File: config.mk
export PLATFORM = sky130hd
export DESIGN_NAME = bovp_supervisor
export DESIGN_NICKNAME = d
export VERILOG_FILES = /design/src/rtl/bovp_pkg.sv /design/src/rtl/bovp_level_cmp.sv /design/src/rtl/bovp_leaky_integ.sv /design/src/rtl/bovp_trip_fsm.sv /design/src/rtl/bovp_supervisor.sv
export SDC_FILE = /design/constraint.sdc
export NUM_CORES = 1
export LEC_CHECK = 0
export ABC_AREA = 0
export BUFFER_PORTS_ARGS = -buffer_cell sky130_fd_sc_hd__buf_2
export CORE_MARGIN = 5
export CORE_UTILIZATION = 30
export CTS_CLUSTER_DIAMETER = 150
export DETAILED_ROUTE_END_ITERATION = 8
export SETUP_SLACK_MARGIN = 0.3
export SLEW_MARGIN = 30
export SYNTH_ARGS = -nofsm -noshare
export SYNTH_HDL_FRONTEND = slang
export SYNTH_SLANG_ARGS = --single-unit
File: constraint.sdc
create_clock -name clk_i -period 4 [get_ports clk_i]
set_clock_uncertainty 0.2 [all_clocks]
set_input_delay 0.6 -clock clk_i [delete_from_list [all_inputs] [get_ports clk_i]]
set_output_delay 0.6 -clock clk_i [all_outputs]
set_load 0.1 [all_outputs]
File: src/rtl/bovp_pkg.sv
package bovp_pkg;
  typedef enum logic [1:0] {
    ST_RUN        = 2'd0,
    ST_TRIP_AUTO  = 2'd1,
    ST_TRIP_LATCH = 2'd2
  } sup_state_e;
endpackage

File: src/rtl/bovp_level_cmp.sv
module bovp_level_cmp #(
  parameter int VW       = 10,
  parameter int RECOV_LO = 195,
  parameter int RECOV_HI = 392
) (
  input  logic [VW-1:0] vbst_i,
  input  logic [VW-1:0] thr_i,
  input  logic          hv_variant_i,
  output logic          over_o,
  output logic          recov_ok_o
);
  localparam logic [VW-1:0] LvlLo = VW'(RECOV_LO);
  localparam logic [VW-1:0] LvlHi = VW'(RECOV_HI);

  logic [VW-1:0] recov_lvl;

  assign recov_lvl  = hv_variant_i ? LvlHi : LvlLo;
  assign over_o     = vbst_i > thr_i;
  assign recov_ok_o = vbst_i <= recov_lvl;
endmodule

File: src/rtl/bovp_leaky_integ.sv
module bovp_leaky_integ #(
  parameter int ACC_W = 6,
  parameter int IW    = 4,
  parameter int STEP  = 2
) (
  input  logic             clk_i,
  input  logic             rst_ni,
  input  logic             upd_i,
  input  logic             over_i,
  input  logic             clr_i,
  input  logic [IW-1:0]    lim_i,
  output logic [ACC_W-1:0] acc_o,
  output logic             exceed_o
);
  localparam logic [ACC_W:0]   StepW  = (ACC_W+1)'(STEP);
  localparam logic [ACC_W:0]   AccMax = {1'b0, {ACC_W{1'b1}}};

  logic [ACC_W-1:0] acc_q, acc_d;
  logic [ACC_W:0]   sum;

  always_comb begin
    sum   = {1'b0, acc_q} + StepW;
    acc_d = acc_q;
    if (clr_i) begin
      acc_d = '0;
    end else if (upd_i) begin
      if (over_i) begin
        acc_d = (sum > AccMax) ? AccMax[ACC_W-1:0] : sum[ACC_W-1:0];
      end else if ({1'b0, acc_q} > StepW) begin
        acc_d = acc_q - StepW[ACC_W-1:0];
      end else begin
        acc_d = '0;
      end
    end
  end

  always_ff @(posedge clk_i or negedge rst_ni) begin
    if (!rst_ni) acc_q <= '0;
    else         acc_q <= acc_d;
  end

  assign acc_o    = acc_q;
  assign exceed_o = acc_q > {{(ACC_W-IW){1'b0}}, lim_i};
endmodule

File: src/rtl/bovp_trip_fsm.sv
module bovp_trip_fsm
  import bovp_pkg::*;
(
  input  logic       clk_i,
  input  logic       rst_ni,
  input  logic       exceed_i,
  input  logic       sample_en_i,
  input  logic       recov_ok_i,
  input  logic       restart_en_i,
  output sup_state_e state_o,
  output logic       clr_o
);
  sup_state_e state_q, state_d;

  always_comb begin
    state_d = state_q;
    clr_o   = 1'b0;
    unique case (state_q)
      ST_RUN: begin
        if (exceed_i) state_d = restart_en_i ? ST_TRIP_AUTO : ST_TRIP_LATCH;
      end
      ST_TRIP_AUTO: begin
        if (sample_en_i && recov_ok_i) begin
          state_d = ST_RUN;
          clr_o   = 1'b1;
        end
      end
      ST_TRIP_LATCH: state_d = ST_TRIP_LATCH;
      default:       state_d = ST_TRIP_LATCH;
    endcase
  end

  always_ff @(posedge clk_i or negedge rst_ni) begin
    if (!rst_ni) state_q <= ST_RUN;
    else         state_q <= state_d;
  end

  assign state_o = state_q;
endmodule

File: src/rtl/bovp_supervisor.sv
module bovp_supervisor
  import bovp_pkg::*;
#(
  parameter int VW       = 10,
  parameter int IW       = 4,
  parameter int ACC_W    = 6,
  parameter int STEP     = 2,
  parameter int RECOV_LO = 195,
  parameter int RECOV_HI = 392
) (
  input  logic          clk_i,
  input  logic          rst_ni,
  input  logic          sample_en_i,
  input  logic [VW-1:0] vbst_i,
  input  logic [VW-1:0] ovp_thr_i,
  input  logic [IW-1:0] integ_lim_i,
  input  logic          max_cur_en_i,
  input  logic          restart_en_i,
  input  logic          hv_variant_i,
  output logic          boost_en_o,
  output logic          stage2_en_o,
  output logic          dim_force_o,
  output logic          fault_o
);
  logic             over, recov_ok, exceed, clr, running;
  logic [ACC_W-1:0] acc;
  sup_state_e       state;

  bovp_level_cmp #(.VW(VW), .RECOV_LO(RECOV_LO), .RECOV_HI(RECOV_HI)) u_cmp (
    .vbst_i       (vbst_i),
    .thr_i        (ovp_thr_i),
    .hv_variant_i (hv_variant_i),
    .over_o       (over),
    .recov_ok_o   (recov_ok)
  );

  bovp_leaky_integ #(.ACC_W(ACC_W), .IW(IW), .STEP(STEP)) u_integ (
    .clk_i    (clk_i),
    .rst_ni   (rst_ni),
    .upd_i    (sample_en_i && running),
    .over_i   (over),
    .clr_i    (clr),
    .lim_i    (integ_lim_i),
    .acc_o    (acc),
    .exceed_o (exceed)
  );

  bovp_trip_fsm u_fsm (
    .clk_i        (clk_i),
    .rst_ni       (rst_ni),
    .exceed_i     (exceed),
    .sample_en_i  (sample_en_i),
    .recov_ok_i   (recov_ok),
    .restart_en_i (restart_en_i),
    .state_o      (state),
    .clr_o        (clr)
  );

  assign running     = state == ST_RUN;
  assign boost_en_o  = running;
  assign fault_o     = !running;
  assign stage2_en_o = running || max_cur_en_i;
  assign dim_force_o = !running && max_cur_en_i;
endmodule

**Word level (Yosys, flattened, before mapping)**

Index checks and enable logic that the tools add are counted.

- Memory bits (writable): 0
- Output and inout port bits: 4
- Memories kept: 0
- Input bits: 30
- Latch bits: 0
- Word-level logic and storage cells: 32
- Flip-flop bits (word level): 8
- ROM bits: 0

- Magnitude comparators: 5
- Multiplexer cells: 12
- Multipliers: 0
- Bitwise logic cells: 0
- Reduce and logical (&&, ||, !) cells: 8
- Shift-type cells: 0
- Eq/ne operators: 3
- Add/subtract/negate cells: 2
- Div/mod/pow operators: 0

Operators by type and width:

| cell | number |
|---|---|
| 2-to-1 mux 6 bit | 5 |
| greater-than comparator 10 bit | 1 |
| less-or-equal comparator 10 bit | 1 |
| 2-to-1 mux 9 bit | 1 |
| adder 6 x 2 -> 7 bit (second input constant) | 1 |
| greater-than comparator 7 x 6 -> 1 bit (second input constant) | 1 |
| greater-than comparator 6 x 2 -> 1 bit (second input constant) | 1 |
| greater-than comparator 6 x 4 -> 1 bit | 1 |
| 2-to-1 mux 2 bit | 3 |
| subtractor 6 x 2 -> 6 bit (second input constant) | 1 |
| case mux 2 bit (2 select lines) | 1 |
| logical AND 1 bit | 3 |
| equality test 2 x 1 -> 1 bit (second input constant) | 1 |
| logical NOT 2 bit | 1 |
| 2-to-1 mux 1 bit | 2 |
| inequality test 2 x 1 -> 1 bit (second input constant) | 1 |
| inequality test 2 bit (second input constant) | 1 |
| AND reduction 2 bit | 1 |
| nonzero test 2 bit | 1 |
| logical NOT 1 bit | 1 |
| logical OR 1 bit | 1 |

**Logic depth before layout (Yosys ltp)**

Gate-level depths: netlist of the first run.

- Depth in word-level cells: 6
- Gate-level depth with buffers: 7
- Mapped depth without buffers: 7

**By module**

From an unflattened synthesis of the first run, not the netlist that was laid out.

- Cells, all modules: 149
- Area, all modules: 1237.4 um^2

Modules (own cells, without submodules):

| module | area an instance (um^2) | sequential area each (um^2) | times used | cells each |
|---|---|---|---|---|
| bovp_leaky_integ | 716.9 | 150.1 | 1 | 84 |
| bovp_level_cmp | 396.6 | 0.0 | 1 | 51 |
| bovp_trip_fsm | 91.3 | 50.0 | 1 | 9 |
| bovp_supervisor | 32.5 | 0.0 | 1 | 5 |

**Least setup slack after synthesis of the first run**

OpenSTA, ideal clock, no wires.

- Path kind: flip-flop to output port
- From: reg u_fsm.state_q[0] (netlist: u_fsm.state_o[0])
- To: out dim_force_o
- Cell stages (with the launch flop): 3
- Path buffers: 0
- Data arrival time: 2851 ps
- Path slack: 349 ps
- Required time: 3200 ps
- Cells stage by stage: dfrtp_1 nor2_1 nor2b_1

- Cells in the longest elaborated chain, start to end: 3

RTL lines:

| what | line | RTL |
|---|---|---|
| from (decl) | bovp_trip_fsm.sv:13 | `sup_state_e state_q, state_d;` |
| from (signal assigned) | bovp_trip_fsm.sv:35 | `else state_q <= state_d;` |
| logical NOT 2 bit | bovp_supervisor.sv:59 | `assign running = state == ST_RUN;` |
| net boost_en_o | bovp_supervisor.sv:20 | `output logic boost_en_o,` |
| logical NOT 1 bit | bovp_supervisor.sv:63 | `assign dim_force_o = !running && max_cur_en_i;` |
| logical AND 1 bit | bovp_supervisor.sv:63 |  |
| to (decl) | bovp_supervisor.sv:22 | `output logic dim_force_o,` |

The timed path passes the listed nets, and every way through them passes these cells.

**Worst setup path after layout of the first run**

- From: reg u_fsm.state_q[0] (netlist: u_fsm.state_o[0])
- To: out stage2_en_o

- Cells in the longest elaborated chain, start to end: 2

RTL lines:

| what | line | RTL |
|---|---|---|
| logical NOT 2 bit | bovp_supervisor.sv:59 |  |
| logical OR 1 bit | bovp_supervisor.sv:62 | `assign stage2_en_o = running \|\| max_cur_en_i;` |
| to (decl) | bovp_supervisor.sv:21 | `output logic stage2_en_o,` |

No other way between the ends.

==> Implementation_results.wiki, run 1 <==
{| class="wikitable"
! Metric !! Value
|-
| Level count of the clock H-tree || 1
|-
| Data required time of the worst path || 3.20 ns
|-
| DRC Markers || 0
|-
| Largest net degree at the start of global routing || 13
|-
| Final HPWL DP || 2550 µm
|-
| Fraction of power consumed by combinational cells || 47.3%
|-
| Total of endpoints with negative setup slack in the final report || 0
|-
| Type of origin of the critical path || flip-flop
|-
| Max transition margin || 67.8%
|-
| Overall global routing resource usage || 11.6%
|-
| CP Max Fanout || 7
|-
| Library cell used as clock root buffer || sky130_fd_sc_hd__clkbuf_8
|-
| Final Hold Slack || 0.0186 ns
|-
| Number of nets in the finished design || 246
|-
| Initial core utilization || 30.7%
|-
| Critical path arrival || 1.64 ns
|-
| Number of rows in the core area || 23
|-
| Clock share of power || 20.4%
|-
| Number of vias after detailed routing || 1246
|-
| Number of ports placed on the die boundary || 34
|-
| Max_cap viols || 0
|-
| Final WL || 3020 µm
|-
| Die Outline Area || 5450 µm²
|-
| R2R Setup Slk || 1.71 ns
|-
| Area of the core || 3970 µm²
|-
| Leakage power || 0.710 nW
|-
| Post-cts sizing count || 0
|-
| Portion of the clock cycle consumed by the worst path in the final layout || 61.0%
|-
| Standard cell area after detailed placement || 1440 µm²
|-
| Int Pwr || 0.260 mW
|-
| Setup Total Neg Slack || 0 ns
|-
| PD cells || 313 nW/µm²
|-
| Top_reg_cell synth || sky130_fd_sc_hd__dfrtp_1
|-
| Worst-Skew Late Latency || 0.22 ns
|-
| First-pass GRT wire length || 5130 µm
|-
| Result of the run || finished clean
|-
| Overall die height || 73.8 µm
|-
| Worst-case vdd ir drop || 122 µV
|-
| Number of buffers added by the clock tree synthesis step || 3
|-
| RSZ-0062 raised after global routing || no
|-
| Minimum clock period || 2.44 ns
|-
| Critical Path End Type || primary output
|-
| Number of global-route vias before repair || 1189
|-
| Type of the setup path with the least slack || reg -> out
|-
| Total setup buffers inserted after CTS || 0
|-
| Count of state elements after synthesis || 8
|-
| Utilization after layout || 37.2%
|-
| Count of nets left with antenna violations after detail routing || 0
|-
| Final weighted congestion in routability-driven placement || 0.848
|-
| Average size of a mapped cell || 7.68 µm²
|-
| Antenna cell count || 0
|-
| Post-cts hold buffer count || 0
|-
| Horizontal die dimension || 73.8 µm
|-
| Warnings, synthesis || 0
|-
| Highest Clock Rate || 410 MHz
|-
| Hold crit path type || in -> async
|-
| Post-Synthesis Cell Area || 1220 µm²
|-
| Via/cell ratio || 5.15
|-
| Transition at the pin with the smallest max-transition slack || 0.486 ns
|-
| Sequential power share || 32.4%
|-
| Number of DRC markers in iteration 0 || 80
|-
| Buffer depth of the longest clock path || 2
|-
| Unique cell type count in the Yosys netlist || 43
|-
| Net count of the mapped netlist || 211
|-
| Sum of overflow across all layers after global routing || 0
|-
| Relative area change from synthesis to final layout || 20.9%
|-
| Number of enable flip-flop cells after synthesis || 0
|-
| Register clock-pin slew on the reported worst setup and hold paths || 0.04 ns
|-
| Switching Share || 43.7%
|-
| Max Slew Vio Count || 0
|-
| IO buf count || 33
|-
| Cells after synthesis || 159
|-
| Initial antenna violation count || 0
|-
| Share of post-route cells with drive strength above 1 || 21.4%
|-
| Average wire per standard cell || 12.5 µm
|-
| Pre-antenna DRT Iters || 4
|-
| Post-Layout Inst Area || 1480 µm²
|-
| TritonCTS clock tree || built
|-
| Share of flip-flops with an asynchronous set or reset || 100%
|-
| Seq/Total Area, Yosys || 16.4%
|-
| Switching power total || 0.202 mW
|-
| Number of sinks driven by the clock tree || 8
|-
| Final Hold Fails || 0
|}
## area by class of cell
class	instances	area, µm²
clock buffer	3	41.3
fill	428	2490
inverter	24	90.1
multi-input combinational	124	917
sequential	8	200
tap	50	62.6
timing repair buffer	33	165
## synthesized netlist by cell type (2+ instances only)
library cell / number / share of area [%]
sky130_fd_sc_hd__o211ai_1: 3 / 1.8
sky130_fd_sc_hd__o21ai_0: 14 / 5.7
sky130_fd_sc_hd__o221ai_1: 2 / 1.4
sky130_fd_sc_hd__a211oi_1: 2 / 1.2
sky130_fd_sc_hd__nand4_1: 4 / 2.0
sky130_fd_sc_hd__o32ai_1: 2 / 1.4
sky130_fd_sc_hd__a21oi_1: 8 / 3.3
sky130_fd_sc_hd__and3_1: 2 / 1.0
sky130_fd_sc_hd__or4_1: 2 / 1.2
sky130_fd_sc_hd__xnor2_1: 3 / 2.2
sky130_fd_sc_hd__or2_2: 2 / 1.0
sky130_fd_sc_hd__nand2_1: 12 / 3.7
sky130_fd_sc_hd__nand2b_1: 2 / 1.0
sky130_fd_sc_hd__inv_1: 24 / 7.4
sky130_fd_sc_hd__and4_1: 2 / 1.4
sky130_fd_sc_hd__and2_1: 2 / 1.0
sky130_fd_sc_hd__nor2b_1: 4 / 2.0
sky130_fd_sc_hd__buf_2: 2 / 0.82
sky130_fd_sc_hd__nor2_1: 5 / 1.5
sky130_fd_sc_hd__a221oi_1: 2 / 1.4
sky130_fd_sc_hd__ha_1: 22 / 23
sky130_fd_sc_hd__nor3_1: 4 / 1.6
sky130_fd_sc_hd__nand3_1: 7 / 2.9
sky130_fd_sc_hd__dfrtp_1: 8 / 16
## stage by stage
stage                     worst slack, ns  total power, mW  cells
after detailed placement             1.43            0.365    239
after floorplan                     0.349            0.302    159
after global routing                 1.45            0.509    242
after CTS                            1.54            0.461    242
final                                1.56            0.462    242
after global placement               1.48            0.371    239
## cells in the final DEF (no fill, tap or decap), types with 2 or more instances in the layout
cell type | Yosys | routed
sky130_fd_sc_hd__nor3_1 | 4 | 4
sky130_fd_sc_hd__a221oi_1 | 2 | 2
sky130_fd_sc_hd__dfrtp_1 | 8 | 8
sky130_fd_sc_hd__nand2b_1 | 2 | 2
sky130_fd_sc_hd__and4_1 | 2 | 2
sky130_fd_sc_hd__inv_1 | 24 | 24
sky130_fd_sc_hd__or4_1 | 2 | 2
sky130_fd_sc_hd__or2_2 | 2 | 2
sky130_fd_sc_hd__nand2_1 | 12 | 12
sky130_fd_sc_hd__o21ai_0 | 14 | 14
sky130_fd_sc_hd__o221ai_1 | 2 | 2
sky130_fd_sc_hd__nor2_1 | 5 | 5
sky130_fd_sc_hd__nand3_1 | 7 | 7
sky130_fd_sc_hd__xnor2_1 | 3 | 3
sky130_fd_sc_hd__nor2b_1 | 4 | 4
sky130_fd_sc_hd__ha_1 | 22 | 22
sky130_fd_sc_hd__o211ai_1 | 3 | 3
sky130_fd_sc_hd__and2_1 | 2 | 2
sky130_fd_sc_hd__buf_2 | 2 | 33
sky130_fd_sc_hd__o32ai_1 | 2 | 2
sky130_fd_sc_hd__nand4_1 | 4 | 4
sky130_fd_sc_hd__a21oi_1 | 8 | 8
sky130_fd_sc_hd__a211oi_1 | 2 | 2
sky130_fd_sc_hd__and3_1 | 2 | 2
sky130_fd_sc_hd__clkbuf_8 | 0 | 3
## final timing paths
kind                                           endpoint  cells past startpoint                          from
min in group clk_i         u_fsm.state_o[0]$_DFFE_PN0P_                      1  u_fsm.state_o[1]$_DFFE_PN0P_
max                                         stage2_en_o                      3  u_fsm.state_o[0]$_DFFE_PN0P_
max in group asynchronous  u_integ.acc_o[1]$_DFFE_PN0P_                      1                        rst_ni
max reg2reg                u_integ.acc_o[5]$_DFFE_PN0P_                      6  u_integ.acc_o[1]$_DFFE_PN0P_
min reg2reg                u_fsm.state_o[0]$_DFFE_PN0P_                      1  u_fsm.state_o[1]$_DFFE_PN0P_
min                        u_integ.acc_o[4]$_DFFE_PN0P_                      1                        rst_ni
## sequential cells by signal, summed over array words and instances (netlist names)
| register | flops |
|---|---|
| u_integ.acc_o | 6 |
| u_fsm.state_o | 2 |
## power groups by stage
stage | clock (mW) | combinational [mW] | sequential [mW]
final | 0.0940 | 0.218 | 0.150
after global routing | 0.0999 | 0.251 | 0.158
after CTS | 0.0947 | 0.218 | 0.148
after detailed placement | 0 | 0.216 | 0.149
after global placement | 0 | 0.220 | 0.151
after floorplan | 0 | 0.182 | 0.120
## cell families (layout without fill, tap and decap cells)
logic type | after synthesis | after routing | share of synthesized area, %
and+or+nand+nor | 51 | 51 | 22.2
AOI/OAI and AO/OA | 47 | 47 | 27.5
buffers and inverters | 27 | 60 | 8.50
adders and majority gates | 22 | 22 | 22.5
DFF | 8 | 8 | 16.4
xor gates and xnor gates | 4 | 4 | 2.87
## metal layers
layer  global-route usage [%]  up-vias  wire [µm]
met3                     1.64        2        175
met5                        0        -          0
met1                     16.1      553       1440
met4                     2.41        0         13
met2                     19.2       36       1390
li1                         -      655          -
## worst max-delay path, cell delays in order (launching register included)
cell	delay (ns)
sky130_fd_sc_hd__dfrtp_1	0.43
sky130_fd_sc_hd__nor2_1	0.39
sky130_fd_sc_hd__or2_2	0.18
sky130_fd_sc_hd__buf_2	0.41
(Power assumes the default switching activity.)
==> run 2, diff against run 1 <==
==> constraint.sdc (replaced) <==
create_clock -name clk_i -period 2.4 [get_ports clk_i]
set_clock_uncertainty 0.2 [all_clocks]
set_input_delay 0.36 -clock clk_i [delete_from_list [all_inputs] [get_ports clk_i]]
set_output_delay 0.36 -clock clk_i [all_outputs]
set_load 0.1 [all_outputs]
==> run 2 against run 1 <==
Sequential share of layout area shrank 0.74 points; largest cell class unchanged; highest routed layer unchanged; power is 86% higher; critical endpoint unchanged; first-iteration DRC count decreased by 26%; die area stayed put.
==> Implementation_results.wiki, run 2 (same netlist as run 1, synthesis figures left out) <==
{| class="wikitable"
! Metric !! Value
|-
| Level count of the clock H-tree || 1
|-
| Via/cell ratio || 5.19
|-
| Horizontal die dimension || 73.8 µm
|-
| Final Hold Fails || 0
|-
| Share of post-route cells with drive strength above 1 || 29.3%
|-
| Portion of the clock cycle consumed by the worst path in the final layout || 84.0%
|-
| Minimum clock period || 2.02 ns
|-
| Final HPWL DP || 2600 µm
|-
| Library cell used as clock root buffer || sky130_fd_sc_hd__clkbuf_8
|-
| Setup Total Neg Slack || 0 ns
|-
| Type of origin of the critical path || flip-flop
|-
| PD cells || 540 nW/µm²
|-
| TritonCTS clock tree || built
|-
| Final weighted congestion in routability-driven placement || 0.869
|-
| Number of vias after detailed routing || 1287
|-
| Count of nets left with antenna violations after detail routing || 0
|-
| Average wire per standard cell || 12.9 µm
|-
| Non-filler instance count after layout || 248
|-
| Number of sinks driven by the clock tree || 8
|-
| Hold crit path type || in -> reg
|-
| Area of all sequential standard cells || 204 µm²
|-
| Data required time of the worst path || 1.84 ns
|-
| Buffer depth of the longest clock path || 2
|-
| Max Slew Vio Count || 0
|-
| Number of buffers added by the clock tree synthesis step || 3
|-
| RSZ-0062 raised after global routing || no
|-
| Result of the run || finished clean
|-
| Number of nets in the finished design || 252
|-
| Overall die height || 73.8 µm
|-
| Number of cells after detailed placement || 243
|-
| Initial antenna violation count || 0
|-
| Overall global routing resource usage || 12.3%
|-
| DRC Markers || 0
|-
| Largest net degree at the start of global routing || 9
|-
| Worst-case vdd ir drop || 175 µV
|-
| First-pass GRT wire length || 5360 µm
|-
| Most frequent standard cell in the layout excluding fill and tap cells || sky130_fd_sc_hd__buf_2
|-
| Final Hold Slack || 0.232 ns
|-
| CP Max Fanout || 7
|-
| Critical path arrival || 1.46 ns
|-
| Area of the core || 3970 µm²
|-
| Type of the setup path with the least slack || reg -> out
|-
| Antenna cell count || 0
|-
| Worst-Skew Late Latency || 0.23 ns
|-
| Highest Clock Rate || 496 MHz
|-
| Initial core utilization || 30.7%
|-
| Filler cell count || 417
|-
| Min setup slack post-route || 0.384 ns
|-
| Number of DRC markers in iteration 0 || 59
|-
| Final WL || 3190 µm
|-
| Multi-input logic area || 981 µm²
|-
| Relative area change from synthesis to final layout || 30.3%
|-
| Total design power || 0.860 mW
|-
| Number of global-route vias before repair || 1266
|-
| Max transition margin || 67.5%
|-
| Critical Path End Type || primary output
|-
| Leakage power || 0.742 nW
|-
| Sum of overflow across all layers after global routing || 0
|-
| Max_cap viols || 0
|-
| Pre-CTS setup slack || 0.0668 ns
|-
| Register clock-pin slew on the reported worst setup and hold paths || 0.04 ns
|-
| Transition at the pin with the smallest max-transition slack || 0.491 ns
|-
| Total of endpoints with negative setup slack in the final report || 0
|-
| Number of rows in the core area || 23
|-
| Max FFs per register || 6
|-
| Die Outline Area || 5450 µm²
|-
| IO buf count || 33
|-
| Leading cell types in the layout, fill and taps excluded || sky130_fd_sc_hd__buf_2 (33), sky130_fd_sc_hd__inv_1 (24), sky130_fd_sc_hd__ha_1 (21), sky130_fd_sc_hd__o21ai_0 (13), sky130_fd_sc_hd__nand2_1 (12)
|-
| Number of ports placed on the die boundary || 34
|-
| Pre-antenna DRT Iters || 4
|}
==> run 2: cell count changes in the layout (fill, tap and decap cells not counted), sizes merged <==
cell	change
dlygate4sd3	+1
buf	+5
==> run 2: area by class of cell <==
cell class,instances,area share (%)
well taps,50,3.93
inverters,24,5.66
clock buffers,3,2.59
repair buffers,39,13.4
multi-input cells,124,61.6
flip-flops and latches,8,12.8
==> run 2: worst paths after layout <==
path	from	to	slack, ns	depth (start not counted)
setup / recovery	u_fsm.state_o[0]$_DFFE_PN0P_	stage2_en_o	0.38	3
hold / removal	restart_en_i	u_fsm.state_o[0]$_DFFE_PN0P_	0.23	3
setup reg to reg	u_integ.acc_o[1]$_DFFE_PN0P_	u_integ.acc_o[5]$_DFFE_PN0P_	0.44	6
hold reg to reg	u_fsm.state_o[1]$_DFFE_PN0P_	u_fsm.state_o[0]$_DFFE_PN0P_	0.33	1
max in group asynchronous	rst_ni	u_integ.acc_o[1]$_DFFE_PN0P_	1.51	2
min in group asynchronous	rst_ni	u_integ.acc_o[4]$_DFFE_PN0P_	0.30	2
==> run 2: critical path: stages, from the launching register on <==
cell and delay (ns):
sky130_fd_sc_hd__dfrtp_1 0.46, sky130_fd_sc_hd__nor2_4 0.22, sky130_fd_sc_hd__or2_2 0.13, sky130_fd_sc_hd__buf_2 0.41
==> run 2: through the flow <==
step / cell area (µm²) / util (%)
after global placement: 1480 / 37.1
final: 1590 / 40.1
after floorplan: 1230 / -
after global routing: 1590 / 40.1
after CTS: 1540 / 38.7
after detailed placement: 1480 / 37.1
==> run 2: what timing repair did <==
item | CTS | global route
hold buffers | 1 | 0
hold endpoints to repair | 8 | 0
pin swaps | 0 | 3
setup endpoints to repair | 4 | 6
setup buffers | 0 | 1
gates resized for setup | 2 | 13
==> run 2: routing by layer <==
metal | up-vias | global-route usage [%] | share of wire, %
met5 | - | 0 | 0
met4 | 0 | 5.23 | 2.4
met3 | 8 | 1.23 | 6.9
met2 | 41 | 19.6 | 44
met1 | 574 | 16.6 | 47
li1 | 664 | - | -
==> run 2: where the power goes <==
| part | switching [mW] | internal [mW] | total [mW] |
|---|---|---|---|
| logic | 0.259 | 0.205 | 0.464 |
| clock network | 0.0526 | 0.109 | 0.161 |
| registers | 0.0641 | 0.171 | 0.235 |
| total | 0.376 | 0.485 | 0.860 |
==> run 3, diff against run 2 <==
==> constraint.sdc (replaced) <==
create_clock -name clk_i -period 1.82 [get_ports clk_i]
set_clock_uncertainty 0.2 [all_clocks]
set_input_delay 0.273 -clock clk_i [delete_from_list [all_inputs] [get_ports clk_i]]
set_output_delay 0.273 -clock clk_i [all_outputs]
set_load 0.1 [all_outputs]
==> run 3 against run 2 <==
The run now ends with negative setup slack left; clock power up 39%; worst hold slack worse by 0.13 ns; power rose by 88%; sequential power rose by 25%; via count increased by 11%; register-to-register slack worse by 0.51 ns.
==> Implementation_results.wiki, run 3 (same netlist as run 1, synthesis figures left out) <==
{| class="wikitable"
! Metric !! Value
|-
| Worst-Skew Late Latency || 0.23 ns
|-
| Number of cells after detailed placement || 263
|-
| Share of post-route cells with drive strength above 1 || 58.4%
|-
| Pre-antenna DRT Iters || 4
|-
| Average wire per standard cell || 14.9 µm
|-
| Sum of overflow across all layers after global routing || 0
|-
| Highest Clock Rate || 530 MHz
|-
| Total buffers and inverters traversed by the critical path || 1
|-
| Switching Share || 40.6%
|-
| Die Outline Area || 5450 µm²
|-
| Worst-case vdd ir drop || 274 µV
|-
| Largest net degree at the start of global routing || 9
|-
| R2R Setup Slk || -0.07 ns
|-
| Number of global-route vias before repair || 1518
|-
| DRC Markers || 0
|-
| Worst Reg2Reg Path Length in Cells || 7
|-
| Number of vias after detailed routing || 1431
|-
| Final WL || 4110 µm
|-
| CP delay by family, top || compound AO/OA/AOI/OAI gates
|-
| Endpoint of the most critical register-to-register path || u_integ.acc_o[5]$_DFFE_PN0P_
|-
| Number of rows in the core area || 23
|-
| Library cell used as clock root buffer || sky130_fd_sc_hd__clkbuf_8
|-
| Area of the core || 3970 µm²
|-
| Buffer depth of the longest clock path || 2
|-
| Critical path arrival || 1.83 ns
|-
| Int Pwr || 0.963 mW
|-
| Most frequent standard cell in the layout excluding fill and tap cells || sky130_fd_sc_hd__buf_4
|-
| Via/cell ratio || 5.18
|-
| Final Hold Fails || 0
|-
| Failing checks || negative setup slack
|-
| Register clock-pin slew on the reported worst setup and hold paths || 0.04 ns
|-
| Highest-delay cell along the critical path || sky130_fd_sc_hd__dfrtp_2
|-
| Overall global routing resource usage || 15.9%
|-
| Non-filler instance count after layout || 276
|-
| Number of DRC markers in iteration 0 || 32
|-
| Number of sinks driven by the clock tree || 8
|-
| Result of the run || finished with violations
|-
| Sequential power share || 18.1%
|-
| Switching power total || 0.659 mW
|-
| RSZ-0062 raised after global routing || yes
|-
| Terminating pin of the worst hold path || u_fsm.state_o[0]$_DFFE_PN0P_
|-
| R2r startpoint || u_integ.acc_o[1]$_DFFE_PN0P_
|-
| Number of buffers added by the clock tree synthesis step || 3
|-
| First-pass GRT wire length || 6890 µm
|-
| Count of nets left with antenna violations after detail routing || 0
|-
| Horizontal die dimension || 73.8 µm
|-
| Critical Path End Type || flip-flop
|-
| Portion of the clock cycle consumed by the worst path in the final layout || 104%
|-
| Number of nets in the finished design || 279
|-
| Transition at the pin with the smallest max-transition slack || 0.359 ns
|-
| Overall die height || 73.8 µm
|-
| Clock share of power || 13.8%
|-
| Leakage power || 0.940 nW
|-
| Antenna cell count || 0
|-
| Type of origin of the critical path || flip-flop
|-
| Count of cells along the worst hold path || 3
|-
| Hold path start || restart_en_i
|-
| Max transition margin || 76.0%
|-
| IO buf count || 33
|-
| Max FFs per register || 6
|-
| Initial antenna violation count || 0
|-
| Max_cap viols || 0
|-
| Utilization after layout || 56.6%
|-
| Fraction of power consumed by combinational cells || 68.1%
|-
| Longest individual stage delay on the worst path || 0.45 ns
|-
| Level count of the clock H-tree || 1
|-
| Initial core utilization || 30.7%
|-
| Max Slew Vio Count || 0
|-
| Leading cell types in the layout, fill and taps excluded || sky130_fd_sc_hd__buf_4 (29), sky130_fd_sc_hd__buf_2 (20), sky130_fd_sc_hd__ha_4 (15), sky130_fd_sc_hd__inv_1 (12)
|-
| PD cells || 721 nW/µm²
|-
| Min setup slack post-route || -0.0670 ns
|-
| TritonCTS clock tree || built
|-
| Type of the setup path with the least slack || reg -> reg
|-
| Hold crit path type || in -> reg
|-
| Relative area change from synthesis to final layout || 84.1%
|-
| Final weighted congestion in routability-driven placement || 0.815
|-
| Number of ports placed on the die boundary || 34
|-
| Series of cell instances along the critical path || ha_4 > xor2_4 > a41o_1 > a221oi_2 > buf_4 > o2111ai_2 > o211ai_1
|-
| Total of endpoints with negative setup slack in the final report || 4
|-
| Final HPWL DP || 3150 µm
|-
| Minimum clock period || 1.89 ns
|-
| CP Max Fanout || 4
|-
| Data required time of the worst path || 1.76 ns
|}
-- run 3: stage by stage --
stage | worst slack [ns] | cell area (µm²) | power [mW] | hold WS [ns] | setup TNS, ns
floorplan | -0.268 | 1360 | 0.691 | -0.223 | -0.860
global placement | -0.275 | 1800 | 1.07 | -0.0761 | -1.55
detailed placement | -0.277 | 1800 | 1.08 | -0.0761 | -1.55
CTS | -0.0345 | 2160 | 1.51 | 0.151 | -0.0810
global route | -0.105 | 2250 | 1.75 | 0.113 | -0.399
finish | -0.0670 | 2250 | 1.62 | 0.106 | -0.140
-- run 3: cell type report --
cell class / count / area (µm²)
Sequential cell: 8 / 205
Tap cell: 50 / 62.6
Fill cell: 352 / 1720
Clock buffer: 4 / 45.0
Inverter: 24 / 103
Multi-Input combinational cell: 124 / 1290
Timing Repair Buffer: 66 / 547
-- run 3: worst max path at each step --
stage                            startpoint                            to  slack (ns)  depth (start not counted)
3_3_place_gp                      vbst_i[2]  u_integ.acc_o[2]$_DFFE_PN0P_       -0.28                          6
2_1_floorplan  u_fsm.state_o[0]$_DFFE_PN0P_                       fault_o       -0.27                          2
3_5_place_dp                   hv_variant_i  u_integ.acc_o[2]$_DFFE_PN0P_       -0.28                          8
6_report       u_integ.acc_o[1]$_DFFE_PN0P_  u_integ.acc_o[5]$_DFFE_PN0P_       -0.07                          7
5_1_grt        u_integ.acc_o[1]$_DFFE_PN0P_  u_integ.acc_o[5]$_DFFE_PN0P_       -0.11                          7
4_1_cts        u_integ.acc_o[1]$_DFFE_PN0P_  u_integ.acc_o[5]$_DFFE_PN0P_       -0.03                          7
-- run 3: power groups by stage --
stage / sequential [mW] / clock (mW) / combinational (mW)
3_5_place_dp: 0.270 / 0 / 0.806
5_1_grt: 0.300 / 0.241 / 1.21
6_report: 0.294 / 0.223 / 1.10
2_1_floorplan: 0.265 / 0 / 0.425
4_1_cts: 0.291 / 0.223 / 0.995
3_3_place_gp: 0.270 / 0 / 0.804
-- run 3: worst min-delay path, stage by stage --
cell and delay (ns):
sky130_fd_sc_hd__buf_2 0.11, sky130_fd_sc_hd__o21ai_2 0.06, sky130_fd_sc_hd__a211oi_2 0.06
-- run 3: repair_timing --
action	4_1_cts	5_1_grt
pin swaps	27	8
setup buffers	6	2
endpoints found under the setup margin	12	12
hold buffers	1	0
gates resized for setup	63	15
endpoints found under the hold margin	8	0
-- run 3: layer usage --
layer | GRT usage (%) | up-vias | routed length, µm
li1 | - | 719 | -
met1 | 19.6 | 668 | 1770
met2 | 29.0 | 36 | 2120
met3 | 0.958 | 8 | 135
met4 | 5.03 | 0 | 80
met5 | 0 | - | 0
